`src/rtl/ebs_pkg.sv`:
```
package ebs_pkg;
  typedef enum logic [2:0] {
    ST_IDLE  = 3'd0,
    ST_WIN   = 3'd1,
    ST_RUN   = 3'd2,
    ST_SPEND = 3'd3,
    ST_SUSP  = 3'd4,
    ST_ABORT = 3'd5
  } ebs_state_t;
endpackage

```
`src/rtl/ebs_tick_ctr.sv`:
```
// Counts us ticks while enabled; flags the tick that reaches the limit.
module ebs_tick_ctr #(
  parameter int W = 9
) (
  input  logic         clk,
  input  logic         rst,
  input  logic         clr,
  input  logic         run,
  input  logic         tick,
  input  logic [W-1:0] limit,
  output logic         done
);
  logic [W-1:0] cnt;

  assign done = run && tick && (cnt == limit - 1'b1);

  always_ff @(posedge clk) begin
    if (rst || clr || done) cnt <= '0;
    else if (run && tick)   cnt <= cnt + 1'b1;
  end
endmodule

```
`src/rtl/ebs_block_set.sv`:
```
// One register bit per block: set by select, pruned of protected blocks at start.
module ebs_block_set #(
  parameter int NUM_BLK = 8,
  parameter int IDX_W   = 3,
  parameter int NB_W    = 4
) (
  input  logic               clk,
  input  logic               rst,
  input  logic               add_en,
  input  logic [IDX_W-1:0]   add_idx,
  input  logic               prune_en,
  input  logic [NUM_BLK-1:0] prot,
  input  logic               clear_en,
  input  logic [IDX_W-1:0]   query_idx,
  output logic [NUM_BLK-1:0] mask,
  output logic [NB_W-1:0]    live_cnt,
  output logic               q_hit
);
  genvar gi;
  generate
    for (gi = 0; gi < NUM_BLK; gi++) begin : g_bit
      always_ff @(posedge clk) begin
        if (rst || clear_en)                     mask[gi] <= 1'b0;
        else if (prune_en && prot[gi])           mask[gi] <= 1'b0;
        else if (add_en && add_idx == IDX_W'(gi)) mask[gi] <= 1'b1;
      end
    end
  endgenerate

  always_comb begin
    live_cnt = '0;
    for (int i = 0; i < NUM_BLK; i++)
      live_cnt = live_cnt + NB_W'(mask[i] & ~prot[i]);
  end

  assign q_hit = mask[query_idx];
endmodule

```
`src/rtl/erase_sched.sv`:
```
module erase_sched #(
  parameter int NUM_BLK  = 8,
  parameter int WIN_US   = 50,
  parameter int SUSP_US  = 15,
  parameter int ABORT_US = 10,
  parameter int BLK_US   = 20,
  parameter int EMPTY_US = 100,
  localparam int IDX_W   = (NUM_BLK > 1) ? $clog2(NUM_BLK) : 1
) (
  input  logic               clk,
  input  logic               rst,
  input  logic               us_tick,
  input  logic               sel_valid,
  input  logic [IDX_W-1:0]   sel_idx,
  input  logic               susp_req,
  input  logic               resume_req,
  input  logic               abort_req,
  input  logic [NUM_BLK-1:0] blk_prot,
  input  logic [IDX_W-1:0]   query_idx,
  output logic [NUM_BLK-1:0] erase_mask,
  output logic               busy,
  output logic               started,
  output logic               suspended,
  output logic               query_erasing
);
  import ebs_pkg::*;

  localparam int NB_W  = $clog2(NUM_BLK + 1);
  localparam int SPAN  = NUM_BLK * BLK_US + EMPTY_US + WIN_US + SUSP_US + ABORT_US + 2;
  localparam int CNT_W = $clog2(SPAN);

  ebs_state_t         state, nxt;
  logic               started_q;
  logic [CNT_W-1:0]   target_q, target_d;
  logic [NB_W-1:0]    live_cnt;
  logic               q_hit;
  logic               sel_acc, start_evt, clear_set;
  logic               win_done, ph_done, prog_done;
  logic               win_clr, ph_clr, ph_run, prog_clr, prog_run;
  logic [CNT_W-1:0]   ph_limit;

  // Next-state selection; abort > suspend > resume > select.
  always_comb begin
    nxt       = state;
    sel_acc   = 1'b0;
    start_evt = 1'b0;
    unique case (state)
      ST_IDLE: begin
        if (sel_valid) begin
          nxt     = ST_WIN;
          sel_acc = 1'b1;
        end
      end
      ST_WIN: begin
        if (abort_req)      nxt = ST_ABORT;
        else if (susp_req)  nxt = ST_SUSP;
        else if (sel_valid) sel_acc = 1'b1;
        else if (win_done) begin
          nxt       = ST_RUN;
          start_evt = 1'b1;
        end
      end
      ST_RUN: begin
        if (abort_req)      nxt = ST_ABORT;
        else if (susp_req)  nxt = ST_SPEND;
        else if (prog_done) nxt = ST_IDLE;
      end
      ST_SPEND: begin
        if (abort_req)      nxt = ST_ABORT;
        else if (prog_done) nxt = ST_IDLE;
        else if (ph_done)   nxt = ST_SUSP;
      end
      ST_SUSP: begin
        if (abort_req) nxt = ST_ABORT;
        else if (resume_req) begin
          nxt       = ST_RUN;
          start_evt = !started_q;
        end
      end
      ST_ABORT: begin
        if (ph_done) nxt = ST_IDLE;
      end
      default: nxt = ST_IDLE;
    endcase
  end

  assign clear_set = (state != ST_IDLE) && (nxt == ST_IDLE);

  always_comb begin
    if (live_cnt == '0) target_d = CNT_W'(EMPTY_US);
    else                target_d = CNT_W'(live_cnt) * CNT_W'(BLK_US);
  end

  always_ff @(posedge clk) begin
    if (rst) begin
      state     <= ST_IDLE;
      started_q <= 1'b0;
      target_q  <= '0;
    end else begin
      state <= nxt;
      if (start_evt)      started_q <= 1'b1;
      else if (clear_set) started_q <= 1'b0;
      if (start_evt) target_q <= target_d;
    end
  end

  // Selection window timer.
  assign win_clr = sel_acc || (state != ST_WIN);

  ebs_tick_ctr #(.W(CNT_W)) u_win (
    .clk(clk), .rst(rst), .clr(win_clr), .run(state == ST_WIN),
    .tick(us_tick), .limit(CNT_W'(WIN_US)), .done(win_done)
  );

  // Latency timer shared by suspend-pending and abort.
  assign ph_run   = (state == ST_SPEND) || (state == ST_ABORT);
  assign ph_clr   = (nxt != state);
  assign ph_limit = (state == ST_ABORT) ? CNT_W'(ABORT_US) : CNT_W'(SUSP_US);

  ebs_tick_ctr #(.W(CNT_W)) u_phase (
    .clk(clk), .rst(rst), .clr(ph_clr), .run(ph_run),
    .tick(us_tick), .limit(ph_limit), .done(ph_done)
  );

  // Erase progress; frozen while suspended.
  assign prog_run = (state == ST_RUN) || (state == ST_SPEND);
  assign prog_clr = start_evt || (state == ST_IDLE);

  ebs_tick_ctr #(.W(CNT_W)) u_prog (
    .clk(clk), .rst(rst), .clr(prog_clr), .run(prog_run),
    .tick(us_tick), .limit(target_q), .done(prog_done)
  );

  ebs_block_set #(.NUM_BLK(NUM_BLK), .IDX_W(IDX_W), .NB_W(NB_W)) u_set (
    .clk(clk), .rst(rst), .add_en(sel_acc), .add_idx(sel_idx),
    .prune_en(start_evt), .prot(blk_prot), .clear_en(clear_set),
    .query_idx(query_idx), .mask(erase_mask), .live_cnt(live_cnt), .q_hit(q_hit)
  );

  assign busy          = (state != ST_IDLE);
  assign started       = started_q;
  assign suspended     = (state == ST_SUSP);
  assign query_erasing = q_hit && busy;
endmodule

```
`config.mk`:
```
export PLATFORM = sky130hd
export DESIGN_NAME = erase_sched
export DESIGN_NICKNAME = d
export VERILOG_FILES = /design/src/rtl/ebs_pkg.sv /design/src/rtl/ebs_tick_ctr.sv /design/src/rtl/ebs_block_set.sv /design/src/rtl/erase_sched.sv
export SDC_FILE = /design/constraint.sdc
export NUM_CORES = 1
export LEC_CHECK = 0
export BUFFER_PORTS_ARGS = -buffer_cell sky130_fd_sc_hd__buf_4
export CAP_MARGIN = 20
export CORE_MARGIN = 2
export CORE_UTILIZATION = 50
export CTS_BUF_LIST = sky130_fd_sc_hd__clkbuf_16
export CTS_CLUSTER_SIZE = 20
export DETAILED_ROUTE_END_ITERATION = 6
export GPL_ROUTABILITY_DRIVEN = 0
export PLACE_DENSITY = 0.73
export SETUP_SLACK_MARGIN = 0.15
export SKIP_LAST_GASP = 1
export SYNTH_ARGS = -nofsm -noshare
export SYNTH_HDL_FRONTEND = slang
export SYNTH_SLANG_ARGS = --single-unit
```
`constraint.sdc`:
```
create_clock -name clk -period 4.6 [get_ports clk]
set_input_delay 0.69 -clock clk [delete_from_list [all_inputs] [get_ports clk]]
set_output_delay 0.69 -clock clk [all_outputs]
set_load 0.01 [all_outputs]
```
# Word-level counts from Yosys, hierarchy flattened
# Cells that the tools add are included.
# Widths: inputs -> output; s select.
# op_classes
n_addsub,12
multipliers,1
n_lt_le_gt_ge,1
n_eq_ne,17
muxes,32
bitwise,16
reduce_logical,50
# op_table
cell,count
$mux 3,15
$and 1x4->4,8
$not 1->4,8
$add 4x4->4,7
$add 9x1->9 const B,3
$logic_and 1x1->1,24
$eq 3x3->1 const B,6
$eq 9x9->1,2
$pmux 3 s6,1
$reduce_or 2->1,8
$eq 3x2->1 const B,4
$mux 1,12
$logic_or 1x1->1,11
$eq 9x6->1 const B,1
$logic_not 3->1,3
$mux 9,1
$sub 9x1->9 const B,1
$mul 4x3->7 const B,1
$eq 3x1->1 const B,2
$sub 4x1->5 const B,1
$logic_not 4->1,1
$lt 3x4->1 const B,1
$pmux 1 s2,2
$bmux 1 s3,1
other kinds (5),5
# totals
register_bits,48
out_inout_bits,12

# Depth between registers and ports, before layout
# depth
word_depth,13
depth_mapped,16

# Modules after synthesis
# From an unflattened synthesis, not the netlist that was laid out.
# unflattened
hier_cells,435
hier_area_um2,3696.0
# modules_own_cells
module,n_inst,cells_each,area_each_um2,seq_area_each_um2
ebs_tick_ctr,3,88,726.9,180.2
erase_sched,1,109,892.1,220.2
ebs_block_set,1,62,623.1,160.2

# Worst setup path before layout
# OpenSTA, ideal clock, no wires.
# synth_timing
kind,in2reg
startpoint,in blk_prot[0]
endpoint,reg target_q[6]
arrival_time_ns,4.263
t_required_ns,4.514
path_slack_ns,0.251
stages,14
path_buffers,0
path_cell_list,nor2b_1 > fa_1 > inv_1 > fa_1 > fa_1 > inv_1 > ha_1 > fa_1 > xor2_1 > ha_1 > ha_1 > fa_1 > nor2_1 > a211oi_1
# synth_via
elab_chain_cells,11
elab_cells_between_ends,12
classes_between,add/sub: 7; mul: 1; mux: 1; bitwise: 2; reduce/logical: 1
# synth_rtl
element,line_no,source
from (decl),erase_sched.sv:18,"input logic [NUM_BLK-1:0] blk_prot,"
$not 1->4 (*),ebs_block_set.sv:33,live_cnt = live_cnt + NB_W'(mask[i] & ~prot[i]);
$and 1x4->4 (*),ebs_block_set.sv:33,
$add 4x4->4 (*) (7 in series),ebs_block_set.sv:33,
$mul 4x3->7 or $logic_not 4->1 (tied branches),"erase_sched.sv:91, erase_sched.sv:90",
$mux 9 (*),erase_sched.sv:90,if (live_cnt == '0) target_d = CNT_W'(EMPTY_US);
to (signal assigned),erase_sched.sv:103,if (start_evt) target_q <= target_d;
to (decl),erase_sched.sv:34,"logic [CNT_W-1:0] target_q, target_d;"
# Every way passes the cells marked *; elsewhere a longest branch is shown, timed or not.
# A chain may end at the register's enable or synchronous reset.

# Worst setup path after layout
# layout_timing
startpoint,in blk_prot[1]
endpoint,reg target_q[7]
# Same word-level chain as after synthesis.

==> out/summary.txt <==
Total power: 0.0009517 W
Most frequent cell after synthesis: dfxtp_1
Worst slew pin tran: 0.6818 ns
CTS H-tree depth: 2
Hold Startpoint: u_prog.cnt[1]
Design Area, Final: 3303 um2
Rows: 27
Via count: 2481
First-pass GRT wire length: 10450 um
Tcrit/Tclk final: 92.62%
Worst path cell trace: buf_4 > nor2b_1 > fa_1 > inv_1 > fa_1 > fa_1 > inv_1 > ha_1 > fa_1 > ha_1 > ha_1 > fa_1 > nand3_1 > o211ai_1 > nor3b_2
Worst IR drop on VDD: 0.2137 mV
Share of the synthesized area in the top cell type: 32.31%
Layout cells sized above 1: 14.88%
CTS tree: built
Worst setup EP type: flip-flop
Vias in the first global route: 2320
Dpl hpwl: 4457 um
Pins Over Slew Limit: 0
P&R area growth vs syn: 15.89%
Clock buffer depth: 2
Initial Util: 51.76%
Critical path arrival: 4.44 ns
Syn Std Cell Area: 2850 um2
Setup violations, final: 0
Placed cell area: 3142 um2
Most frequent CP cell: fa_1
R2R Path Start: u_set.mask[0]
Post-Syn Nets: 371
Antenna violations before repair: 0
Sequential share of the synthesized area: 32.31%
CP Launch Type: input port
Slowest stage delay, CP: 0.54 ns
CP max stage cell: fa_1
Top cells by area, synth: dfxtp_1, xor2_1, nor2_1
Synth area leader: dfxtp_1
Post-synth EDFFs: 0
Routed Antenna Nets: 0
Largest net degree at the start of global routing: 23
Worst slew margin: 54.24%
Grt ovf: 0
Setup tns final: 0 ns
Detailed-route DRC error count: 0
Die X: 79.50 um
Die Area: 6320 um2
F_max: 0.2347 GHz
Critical path class: input port to flip-flop
Post-synthesis register bit count: 46
PD cells: 288.1 nW/um2
R2R Setup Slk: 0.39 ns
Top_reg_cell synth: dfxtp_1
Fin crit period: 4.261 ns
Final Util: 59.99%
Die height: 79.50 um
DR WL/cell: 13.96 um
Synthesized instance count: 333
Max_cap viols: 0
Initial DRT Pass Iterations: 4
Syn avg cell area: 8.559 um2
Root buf cell: clkbuf_16
Reg2Reg Capture Point: target_q[7]
Cts hold-fix bufs: 0
Status: finished, final reports clean
Synth warn: 0
Via/cell ratio: 5.703
Final hold violation count: 0
# port buffers: 32
R2R cell count: 14
Core area: 5507 um2
Clock skew: 0.006161 ns
Hold Crit Endpoint: u_prog.cnt[1]
Leakage: 1.316 nW
TritonCTS Buffers: 5
Top cells by count, synth: dfxtp_1, nor2_1, xor2_1, nand2_1, nor3_1
Synth unique cells: 49
Starting DRC count in detailed routing: 126
FILL cells: 490
Unrepaired setup endpoints after global routing: yes
# diodes: 0
Hold Path Cell Cnt: 2
Clock Latency Late Sink: 0.29 ns
Critical Path RT: 4.77 ns
Io pins: 33
GRT Total Usage: 20.50%
Hold WC Path Type: flip-flop to flip-flop
Reg clk slew, reported paths: 0.07 ns
Minimum hold slack: 0.4782 ns
Nets: 400
Routed WL: 6073 um
Clk sink count: 46
Crit-path max FO: 2
Ys async rst share: 0%
==> placed cells by master, fill, tap and decap left out, types with 8 or more instances in the layout <==
| master | instances |
|---|---|
| nor2b_1 | 12 |
| nand2b_1 | 9 |
| nand2_1 | 18 |
| nand3_1 | 13 |
| inv_1 | 11 |
| nor3_1 | 16 |
| nand4_1 | 8 |
| buf_4 | 35 |
| a21oi_1 | 13 |
| ha_1 | 12 |
| xor2_1 | 22 |
| a2111oi_0 | 8 |
| xnor2_1 | 11 |
| nor2_1 | 45 |
| and3_1 | 10 |
| dfxtp_1 | 46 |
==> power breakdown <==
part | internal (W) | switching (W)
clock network | 0.000198 | 0.000151
logic | 0.0000746 | 0.000101
registers | 0.000408 | 0.0000185
total | 0.000681 | 0.000271
==> registers in the layout (all words and copies together), names as in the netlist <==
signal,flops
started,1
u_phase.cnt,9
target_q,7
u_set.mask,8
state,3
u_win.cnt,9
u_prog.cnt,9
==> per-layer routing <==
| metal | global-route usage [%] | share of wire (%) | vias to the layer above |
|---|---|---|---|
| li1 | - | - | 1248 |
| met1 | 26.23 | 45 | 1160 |
| met2 | 34.12 | 48 | 67 |
| met3 | 4.864 | 5.2 | 6 |
| met4 | 6.379 | 1.3 | 0 |
| met5 | 0 | 0 | - |
==> kinds of logic (layout without fill, tap and decap cells) <==
kind of cell / after synthesis / in the layout / share of synthesized area (%)
muxes: 7 / 7 / 3.336
adders and majority gates: 17 / 17 / 8.780
and+or+nand+nor: 150 / 150 / 27.04
xor gates and xnor gates: 34 / 34 / 10.93
DFF: 46 / 46 / 32.31
AOI/OAI and AO/OA: 55 / 55 / 14.27
buffers and inverters: 24 / 54 / 3.336
==> final cells by class <==
cell class                      count  area, um2  share of cell area [%]
Sequential cell                    46      920.9                   27.88
Clock buffer                        5      125.1                   3.788
Timing Repair Buffer               35      262.8                   7.955
Multi-Input combinational cell    263       1847                   55.91
Tap cell                           72      90.09                   2.727
Inverter                           11      41.29                   1.250
Clock inverter                      3      16.27                  0.4924
==> per-stage QoR <==
stage | setup slack, ns | std cells
global route | 0.1380 | 435
finish | 0.3395 | 435
CTS | 0.2782 | 434
floorplan | 0.2514 | 333
detailed placement | -0.02234 | 426
global placement | 0.08677 | 426
==> worst max-delay path, delay by kind of cell <==
family          cells  cell delay, ns
simple gates        3            0.39
fa+ha+maj           8            3.05
compound gates      1            0.07
buf+inv             3            0.24
==> worst max-delay path by stage <==
stage | from | to | cells after the start
after CTS | blk_prot[0] | target_q[6] | 14
after detailed placement | blk_prot[0] | target_q[6] | 14
after global placement | blk_prot[0] | target_q[6] | 14
after global routing | blk_prot[1] | target_q[7] | 15
final | blk_prot[1] | target_q[7] | 15
after floorplan | blk_prot[0] | target_q[6] | 14
==> what timing repair did <==
| item | 4_1_cts | 5_1_grt |
|---|---|---|
| endpoints found under the setup margin | 0 | 2 |
| gates resized for setup | 0 | 3 |
| setup buffers | 0 | 1 |
No activity file was read; power rests on OpenSTA's default activity.
